## src/rtl/pktbuf_pkg.sv

```systemverilog
// Shared types for the streaming packet buffer pair.
package pktbuf_pkg;
    // Progress of one packet through a length counter.
    typedef enum logic [1:0] {
        PC_IDLE = 2'd0,
        PC_RUN  = 2'd1,
        PC_DONE = 2'd2
    } pc_state_e;
endpackage

```

## src/rtl/pb_byte_fifo.sv

```systemverilog
// Circular byte store with fill level.
// Assumes: flush has priority over push and pop; push into a full store
// is accepted only when a pop is accepted in the same cycle.
module pb_byte_fifo #(
    parameter int DW    = 8,
    parameter int DEPTH = 16,
    localparam int AW   = $clog2(DEPTH),
    localparam int LW   = $clog2(DEPTH + 1)
) (
    input  logic          clk,
    input  logic          rst_n,
    input  logic          flush,
    input  logic          push,
    input  logic [DW-1:0] din,
    input  logic          pop,
    output logic [DW-1:0] dout,
    output logic [LW-1:0] level,
    output logic          full,
    output logic          empty
);
    logic [DW-1:0] mem [DEPTH];
    logic [AW-1:0] wr_ptr, rd_ptr;
    logic          do_push, do_pop;

    assign full    = (level == LW'(DEPTH));
    assign empty   = (level == '0);
    assign do_pop  = pop && !empty;
    assign do_push = push && (!full || do_pop);
    assign dout    = mem[rd_ptr];

    // Store an accepted byte at the write pointer.
    always_ff @(posedge clk) begin
        if (do_push && !flush) mem[wr_ptr] <= din;
    end

    // Advance pointers and level; flush returns both pointers to zero.
    always_ff @(posedge clk) begin
        if (!rst_n || flush) begin
            wr_ptr <= '0;
            rd_ptr <= '0;
            level  <= '0;
        end else begin
            if (do_push) wr_ptr <= (wr_ptr == AW'(DEPTH - 1)) ? '0 : wr_ptr + 1'b1;
            if (do_pop)  rd_ptr <= (rd_ptr == AW'(DEPTH - 1)) ? '0 : rd_ptr + 1'b1;
            case ({do_push, do_pop})
                2'b10:   level <= level + 1'b1;
                2'b01:   level <= level - 1'b1;
                default: level <= level;
            endcase
        end
    end
endmodule

```

## src/rtl/pb_pkt_counter.sv

```systemverilog
// Per-packet byte counter, independent of buffer fill.
// Assumes: start wins over step; a zero length completes at once.
module pb_pkt_counter #(
    parameter int LEN_W = 8
) (
    input  logic             clk,
    input  logic             rst_n,
    input  logic             start,
    input  logic [LEN_W-1:0] len_in,
    input  logic             step,
    output logic [LEN_W-1:0] count,
    output logic             last,
    output logic             running,
    output logic             done
);
    import pktbuf_pkg::*;

    pc_state_e        state;
    logic [LEN_W-1:0] len_q;

    assign running = (state == PC_RUN);
    assign done    = (state == PC_DONE);
    assign last    = running && (({1'b0, count} + 1'b1) == {1'b0, len_q});

    // Capture length on start, count steps while running, stop at length.
    always_ff @(posedge clk) begin
        if (!rst_n) begin
            state <= PC_IDLE;
            len_q <= '0;
            count <= '0;
        end else if (start) begin
            len_q <= len_in;
            count <= '0;
            state <= (len_in == '0) ? PC_DONE : PC_RUN;
        end else if (step && running) begin
            count <= count + 1'b1;
            if (last) state <= PC_DONE;
        end
    end
endmodule

```

## src/rtl/pktbuf_pair.sv

```systemverilog
// Transmit and receive packet buffers with per-packet length tracking,
// threshold interrupts and sticky error flags.
// Assumes: THRESH <= DEPTH; radio strobes are ignored while rad_ack is high.
module pktbuf_pair #(
    parameter int DW     = 8,
    parameter int DEPTH  = 16,
    parameter int LEN_W  = 8,
    parameter int THRESH = 8,
    localparam int LW    = $clog2(DEPTH + 1)
) (
    input  logic             clk,
    input  logic             rst_n,
    input  logic             host_tx_we,
    input  logic [DW-1:0]    host_tx_data,
    input  logic [LEN_W-1:0] tx_len,
    input  logic             tx_go,
    input  logic             host_rx_re,
    output logic [DW-1:0]    host_rx_data,
    output logic [LW-1:0]    tx_level,
    output logic [LW-1:0]    rx_level,
    output logic [LEN_W-1:0] tx_sent,
    output logic [LEN_W-1:0] rx_got,
    output logic             tx_busy,
    output logic             tx_done,
    output logic             tx_underflow,
    output logic             rx_busy,
    output logic             rx_done,
    output logic             rx_overflow,
    output logic             irq_tx_space,
    output logic             irq_rx_data,
    input  logic             rad_ack,
    input  logic             rad_tx_take,
    output logic [DW-1:0]    rad_tx_data,
    output logic             rad_tx_valid,
    input  logic             rad_rx_start,
    input  logic [LEN_W-1:0] rad_rx_len,
    input  logic             rad_rx_put,
    input  logic [DW-1:0]    rad_rx_data
);
    logic tx_full, tx_empty, tx_last, tx_take_ok, tx_step, tx_flush;
    logic rx_full, rx_empty, rx_last, rx_put_ok;

    // Transmit side qualification.
    assign tx_take_ok   = rad_tx_take && !rad_ack && tx_busy && !tx_go;
    assign tx_step      = tx_take_ok && !tx_empty;
    assign tx_flush     = tx_step && tx_last;
    assign rad_tx_valid = tx_busy && !tx_empty;

    pb_byte_fifo #(.DW(DW), .DEPTH(DEPTH)) tx_fifo_i (
        .clk(clk), .rst_n(rst_n), .flush(tx_flush),
        .push(host_tx_we), .din(host_tx_data), .pop(tx_step),
        .dout(rad_tx_data), .level(tx_level), .full(tx_full), .empty(tx_empty)
    );

    pb_pkt_counter #(.LEN_W(LEN_W)) tx_cnt_i (
        .clk(clk), .rst_n(rst_n), .start(tx_go), .len_in(tx_len),
        .step(tx_step), .count(tx_sent), .last(tx_last),
        .running(tx_busy), .done(tx_done)
    );

    // Sticky underflow: radio wanted a byte the store did not have.
    always_ff @(posedge clk) begin
        if (!rst_n || tx_go)                tx_underflow <= 1'b0;
        else if (tx_take_ok && tx_empty)    tx_underflow <= 1'b1;
    end

    // Receive side qualification.
    assign rx_put_ok = rad_rx_put && !rad_ack && rx_busy && !rad_rx_start;

    pb_byte_fifo #(.DW(DW), .DEPTH(DEPTH)) rx_fifo_i (
        .clk(clk), .rst_n(rst_n), .flush(rad_rx_start),
        .push(rx_put_ok), .din(rad_rx_data), .pop(host_rx_re),
        .dout(host_rx_data), .level(rx_level), .full(rx_full), .empty(rx_empty)
    );

    pb_pkt_counter #(.LEN_W(LEN_W)) rx_cnt_i (
        .clk(clk), .rst_n(rst_n), .start(rad_rx_start), .len_in(rad_rx_len),
        .step(rx_put_ok), .count(rx_got), .last(rx_last),
        .running(rx_busy), .done(rx_done)
    );

    // Sticky overflow: radio byte arrived with no room and no host read.
    always_ff @(posedge clk) begin
        if (!rst_n || rad_rx_start)                     rx_overflow <= 1'b0;
        else if (rx_put_ok && rx_full && !host_rx_re)   rx_overflow <= 1'b1;
    end

    // Threshold interrupts derived from fill levels.
    assign irq_tx_space = (LW'(DEPTH) - tx_level) >= LW'(THRESH);
    assign irq_rx_data  = rx_level >= LW'(THRESH);
endmodule

```

## config.mk

```make
export PLATFORM = sky130hd
export DESIGN_NAME = pktbuf_pair
export DESIGN_NICKNAME = d
export VERILOG_FILES = /design/src/rtl/pktbuf_pkg.sv /design/src/rtl/pb_byte_fifo.sv /design/src/rtl/pb_pkt_counter.sv /design/src/rtl/pktbuf_pair.sv
export SDC_FILE = /design/constraint.sdc
export NUM_CORES = 1
export LEC_CHECK = 0
export BUFFER_PORTS_ARGS = -buffer_cell sky130_fd_sc_hd__buf_2
export CAP_MARGIN = 20
export CELL_PAD_IN_SITES_DETAIL_PLACEMENT = 1
export CELL_PAD_IN_SITES_GLOBAL_PLACEMENT = 2
export CORE_MARGIN = 2
export CORE_UTILIZATION = 25
export DETAILED_ROUTE_END_ITERATION = 6
export GPL_TIMING_DRIVEN = 0
export PLACE_DENSITY_LB_ADDON = 0.1
export REMOVE_ABC_BUFFERS = 1
export SLEW_MARGIN = 10
export SYNTH_ARGS = -nofsm -noshare
export SYNTH_HDL_FRONTEND = slang
export SYNTH_SLANG_ARGS = --single-unit
```

## constraint.sdc

```tcl
create_clock -name clk -period 3.3 [get_ports clk]
set_input_delay 0.66 -clock clk [delete_from_list [all_inputs] [get_ports clk]]
set_output_delay 0.66 -clock clk [all_outputs]
set_load 0.005 [all_outputs]
```

After elaboration in Yosys (flattened, before gate mapping)
Memories as Yosys holds them, arrays and structs flattened. A register that Yosys moved wholly into a read port is not among the register bits.
Index checks and enable logic that the tools add are counted.
{"block": "op_classes", "n_bitwise": 1, "n_mux": 22, "n_addsub": 13, "n_lt_le_gt_ge": 2, "eq_ne": 16, "reduce_logical": 51}
{"operator": "$mux W4", "n": 8}
{"operator": "$logic_and A1 B1 Y1", "n": 22}
{"operator": "$pmux W5 S2", "n": 2}
{"operator": "$add A8 B1 Y9 const B", "n": 2}
{"operator": "$eq A9 B8 Y1", "n": 2}
{"operator": "$add A4 B1 Y4 const B", "n": 4}
{"operator": "$add A8 B1 Y8 const B", "n": 2}
{"operator": "$eq A4 B4 Y1 const B", "n": 4}
{"operator": "$logic_not A8 Y1", "n": 2}
{"operator": "$mux W2", "n": 8}
{"operator": "$reduce_bool A2 Y1", "n": 6}
{"operator": "$add A5 B1 Y5 const B", "n": 2}
{"operator": "$eq A5 B5 Y1 const B", "n": 2}
{"operator": "$ge A5 B4 Y1 const B", "n": 2}
{"operator": "$logic_not A1 Y1", "n": 10}
{"operator": "$logic_not A5 Y1", "n": 2}
{"operator": "$sub A5 B1 Y5 const B", "n": 2}
{"operator": "$eq A2 B1 Y1 const B", "n": 4}
{"operator": "$eq A2 B2 Y1 const B", "n": 4}
{"operator": "$logic_or A1 B1 Y1", "n": 5}
{"operator": "$sub A5 B5 Y5 const A", "n": 1}
{"operator": "$mux W1", "n": 4}
{"operator": "$reduce_and A2 Y1", "n": 2}
{"operator": "$reduce_or A2 Y1", "n": 2}
{"operator": "$not A1 Y1", "n": 1}
{"block": "word_totals", "inputBits": 41, "ff_bits": 64, "out_inout_bits": 51, "n_memories": 2, "ramBits": 256, "wordCells": 121}
{"name": "rx_fifo_i.mem", "depth": 16, "width": 8, "rd": 1, "rd_ports_with_merged_regs": 1, "wr": 1, "line": "pb_byte_fifo.sv:21", "rtl": "logic [DW-1:0] mem [DEPTH];"}
{"name": "tx_fifo_i.mem", "depth": 16, "width": 8, "rd": 1, "rd_ports_with_merged_regs": 1, "wr": 1, "line": "pb_byte_fifo.sv:21"}

Logic depth before layout (Yosys ltp)
{"block": "logic_depth", "ltp_word": 11, "mapped_depth": 13, "mapped_depth_nobuf": 11}

Hierarchy
From an unflattened synthesis, not the netlist that was laid out.
{"block": "unflattened", "hier_cells": 900, "hier_area_um2": 13862.0}
{"module": "pb_byte_fifo at tx_fifo_i", "area_each_um2": 5880.6, "n_inst": 1, "cells_per_inst": 331}
{"module": "pb_byte_fifo at rx_fifo_i", "area_each_um2": 5821.8, "n_inst": 1, "cells_per_inst": 320}
{"module": "pb_pkt_counter", "area_each_um2": 991.0, "n_inst": 2, "cells_per_inst": 114}
{"module": "pktbuf_pair", "area_each_um2": 177.7, "n_inst": 1, "cells_per_inst": 21}

Worst setup path after synthesis
OpenSTA, ideal clock, no wires.
{"block": "synth_path", "path_kind": "register -> register", "startpoint": "register rx_fifo_i.level[1]", "endpoint": "register rx_fifo_i.level[3]", "path_slack_ns": -0.009, "path_stages_with_launch": 12, "arrival_ns": 3.238, "required_time_ns": 3.229, "path_cell_list": "dfxtp_1 > clkbuf_1 > or4_1 > o211ai_1 > buf_2 > ha_1 > clkbuf_1 > or3b_2 > a21boi_0 > nor3_1 > or3b_2 > a21oi_1"}
{"block": "synth_via", "elab_chain_len": 7, "word_cells_on_any_way": 13}
{"element": "from (decl)", "line": "pb_byte_fifo.sv:17", "rtl": "output logic [LW-1:0] level,"}
{"element": "from (signal assigned)", "line": "pb_byte_fifo.sv:46", "rtl": "2'b10: level <= level + 1'b1;"}
{"element": "from (signal assigned)", "line": "pb_byte_fifo.sv:47", "rtl": "2'b01: level <= level - 1'b1;"}
{"element": "from (signal assigned)", "line": "pb_byte_fifo.sv:48", "rtl": "default: level <= level;"}
{"element": "$logic_not A5 Y1", "line": "pb_byte_fifo.sv:26", "rtl": "assign empty = (level == '0);"}
{"element": "$logic_not A1 Y1", "line": "pb_byte_fifo.sv:27", "rtl": "assign do_pop = pop && !empty;"}
{"element": "$logic_and A1 B1 Y1", "line": "pb_byte_fifo.sv:27"}
{"element": "$logic_or A1 B1 Y1", "line": "pb_byte_fifo.sv:28", "rtl": "assign do_push = push && (!full || do_pop);"}
{"element": "$logic_and A1 B1 Y1", "line": "pb_byte_fifo.sv:28"}
{"element": "$eq A2 B1 Y1 or $eq A2 B2 Y1 (tied branches)", "line": "pb_byte_fifo.sv:45", "rtl": "case ({do_push, do_pop})"}
{"element": "$pmux W5 S2 or $reduce_bool A2 Y1 (tied branches)"}
Several ways; a longest one is shown, not always the timed one.
A chain may end at the register's enable or synchronous reset.

Worst setup path after layout
{"block": "layout_path", "startpoint": "register tx_fifo_i.level[1]", "endpoint": "memory tx_fifo_i.mem[4][4] (enable)"}
{"block": "layout_via", "elab_chain_len": 9, "word_cells_on_any_way": 13}
{"element": "from (decl)", "line": "pb_byte_fifo.sv:17"}
{"element": "from (signal assigned)", "line": "pb_byte_fifo.sv:46"}
{"element": "from (signal assigned)", "line": "pb_byte_fifo.sv:47"}
{"element": "from (signal assigned)", "line": "pb_byte_fifo.sv:48"}
{"element": "$logic_not A5 Y1", "line": "pb_byte_fifo.sv:26"}
{"element": "$logic_not A1 Y1", "line": "pb_byte_fifo.sv:27, pktbuf_pair.sv:45"}
{"element": "$logic_and A1 B1 Y1", "line": "pktbuf_pair.sv:45", "rtl": "assign tx_step = tx_take_ok && !tx_empty;"}
{"element": "$logic_and A1 B1 Y1", "line": "pb_byte_fifo.sv:27"}
{"element": "$logic_or A1 B1 Y1", "line": "pb_byte_fifo.sv:28"}
{"element": "$logic_and A1 B1 Y1", "line": "pb_byte_fifo.sv:28"}
{"element": "$logic_and A1 B1 Y1 *", "line": "pb_byte_fifo.sv:33", "rtl": "if (do_push && !flush) mem[wr_ptr] <= din;"}
{"element": "$mux W1 *", "line": "pb_byte_fifo.sv:33"}
{"element": "$mux W1 (not written as such) *", "line": "pb_byte_fifo.sv:33"}
{"element": "to (decl)", "line": "pb_byte_fifo.sv:21"}
Mark *: on every way between the ends. The rest lies on a longest branch, timed or not.

==> metrics.md <==
| Metric | Value |
|---|---|
| Status | finished, final reports clean |
| Hold Fails Final Rpt | 0 |
| Max Buffers Root-to-Sink | 3 |
| DIE AREA | 56800 um^2 |
| Synth warn | 0 |
| Iter 0 DRT Violations | 351 |
| CTS tree | yes |
| Relative slew slack | between 30 and 40% |
| Pin count of the biggest net entering global routing | 26 |
| Max-cap viol count | 0 |
| Top cells by count, synth | edfxtp_1, mux4_2, dfxtp_1 |
| Slew Limit Fails | 0 |
| Final Core Density | around a third |
| Number of cell rows | between 80 and 90 |
| Total GRT Usage | 13.1% |
| Mapped Area | about 14000 um^2 |
| Root Driver | clkbuf_16 |
| Crit share post-route | 94.6% |
| RSZ-0062 raised after global routing | no |
| Die Height | about 240 um |
| Arr. time, crit path | around 3400 ps |
| Clk_lat worst skew | about 550 ps |
| Drt pass-1 iters | 4 |
| Vias in the first global route | about 8600 |
| Worst Setup Start Kind | flop |
| Sequential cell area | 9150 um^2 |
| Share of cells above drive strength 1 | 32.3% |
| Hpwl dp | 23.7 mm |
| Multi-input gate area | 4630 um^2 |
| CP max FO | 11 |
| Post-synth EDFFs | 256 |
| Yosys reg bits | 328 |
| Min Clock Period, post-route | about 3100 ps |
| Max VDD drop | 0.267 mV |
| Crit Path Class | reg2reg |
| Post-Layout Cell Count | 1715 |
| DR WL/cell | 21.1 um |
| GPL Wtd Cong | 0.655 |
| Leak | 5.57 nW |
| Layout filler cell count | 5614 |
| Area grow syn2layout | 23.3% |
| Fraction of registers with async set/reset | 0% |
| # DRC | 0 |
| GRT Residual Overflow | 0 |
| Via-per-instance ratio | 4.60 |
| Placed insts | 1624 |
| Initial antenna violation count | 0 |
| Final WS setup | 177 ps |
| Mapped Cells | 846 |
| Starting Density | roughly a quarter |
| Hold Crit Class | in2reg |
| # IOs | ~90 |
| Cell with the most instances after synthesis | edfxtp_1 |
| Cell taking the most area after synthesis | edfxtp_1 |
| Via count | just under 8000 |
| DP Worst Slack | -746 ps |
| Diodes inserted | 0 |
| Ys flop type | edfxtp_1 |
| Slew of the pin with the lowest slew margin | 1020 ps |
| Sink Count | 328 |
| Syn Area/Cell | 16.2 um^2 |
| Max Clock Skew | 10.3 ps |
| Chip width | 238 um |
| Core area | between 50000 and 60000 um^2 |
| Port bufs | between 90 and 100 |
| Area contributors post-synth | edfxtp_1, mux4_2, dfxtp_1 |
| Sequential area share after synthesis | 66.5% |
| TritonCTS Buffers | 39 |
| Nets | 1057 |
| Clock transition at path regs | approximately 60 ps |
| Post-Route WL | 36.2 mm |
| Max frequency | 0.320 GHz |
| Critical path required time | between 3000 and 4000 ps |
| Finish-stage setup viols | 0 |
| H-tree Lvls | 2 |
| DRT antenna net count | 0 |
| Library cells used by synthesis | 57 |
| Cell area power density | 529 nW/um^2 |
| Post-synth top area share | 56.0% |
| Crit. End Element | flop |
| Wire length of the first global-routing pass | 55.7 mm |
| Flop2flop setup slack | 180 ps |
worst max-delay path: stages, from the launching register on:
cell	delay, ps
dfxtp_2	390
nor4_2	90
ha_2	220
or4b_4	560
nor4_4	320
o2111ai_1	200
a311oi_4	350
buf_8	150
buf_8	180
nor4_2	70
buf_4	190
buf_6	140
metal layers:
layer  GRT usage (%)  wire [um]  share of wire (%)
met5               0          0                  0
met4            3.47        709                2.0
met3            2.58       1520                4.2
met2            20.9      16900                 47
met1            18.2      17000                 47
report_power, final:
part           leakage [nW]  switching (mW)  total, mW  internal (mW)
logic                  2.09           0.199      0.333          0.134
registers              2.90          0.0307       4.52           4.49
clock network         0.582            1.71       4.11           2.40
flip-flops by register name, indices dropped and copies added, names as in the netlist, 4 cells and up, named ones only:
register          count
rx_fifo_i.wr_ptr      4
tx_fifo_i.level       5
rx_fifo_i.level       5
rx_fifo_i.rd_ptr      4
tx_fifo_i.rd_ptr      4
tx_fifo_i.wr_ptr      4
tx_cnt_i.len_q        8
rx_cnt_i.len_q        8
rx_cnt_i.count        8
rx_fifo_i.mem       128
tx_fifo_i.mem       128
tx_cnt_i.count        8
cell type report:
cell class,count,area share (%)
flip-flops and latches,328,54.0
multi-input cells,454,27.3
clock buffers,50,6.19
repair buffers,150,5.98
well taps,696,5.14
clock inverters,16,0.872
inverters,21,0.465
what timing repair did:
action,in CTS,in global routing
pin swaps,6,6
cloned,0,0
endpoints found under the setup margin,154,89
resized for setup,22,10
setup buffers,18,7
hold buffers,0,0
through the flow:
stage | power (mW) | area [um^2] | hold WS (ps) | setup TNS [ps]
after CTS | 9.14 | 16900 | 328 | -7.55
after detailed placement | 4.92 | 15300 | 478 | -87350
after global routing | 9.33 | 16900 | 352 | 0
after global placement | 4.91 | 14900 | 468 | -409320
final | 8.96 | 16900 | 364 | 0
after floorplan | 4.75 | 13600 | 460 | -14840
layout by cell type, fill, tap and decap left out, types with 4 or more instances in the layout:
master     count
ha_1          18
nor4_4        13
nand3_1       13
nor3b_1        4
buf_4         41
clkbuf_1       9
clkinv_2       5
buf_2         95
nor2_1        48
nor3_1        25
and3_1         6
dfxtp_2        8
nand2b_1      11
xor2_1        20
o21ai_0       14
nor2b_1        7
xnor2_1       21
clkinv_1       6
or3_1          4
clkbuf_16     40
buf_12         7
a31oi_1        4
a21oi_1       21
nand4_1        6
edfxtp_1     256
dfxtp_1       62
nand2_1       23
or4_1          6
inv_1         21
nor4_2         9
buf_6          4
and2_1        16
o211ai_1       5
a21boi_0       4
mux4_2        80
mux2i_1       27
cell families after synthesis:
family                     after synthesis  synth area share (%)
DFF                                    328                  66.5
buffers and inverters                   64                  1.92
AOI/OAI and AO/OA                       73                  3.51
xor gates and xnor gates                41                  2.61
adders and majority gates               22                  2.06
muxes                                  108                  15.2
and+or+nand+nor                        210                  8.27
path summary, 6_finish.rpt:
path                                            end          startpoint  cells after the start
worst max-delay path            tx_fifo_i.mem[4][4]  tx_fifo_i.level[1]                     11
worst min-delay path              rx_cnt_i.len_q[7]       rad_rx_len[7]                      3
worst max register to register  tx_fifo_i.mem[4][4]  tx_fifo_i.level[1]                     11
worst min register to register          rx_overflow         rx_overflow                      2
(Power assumes the default switching activity.)
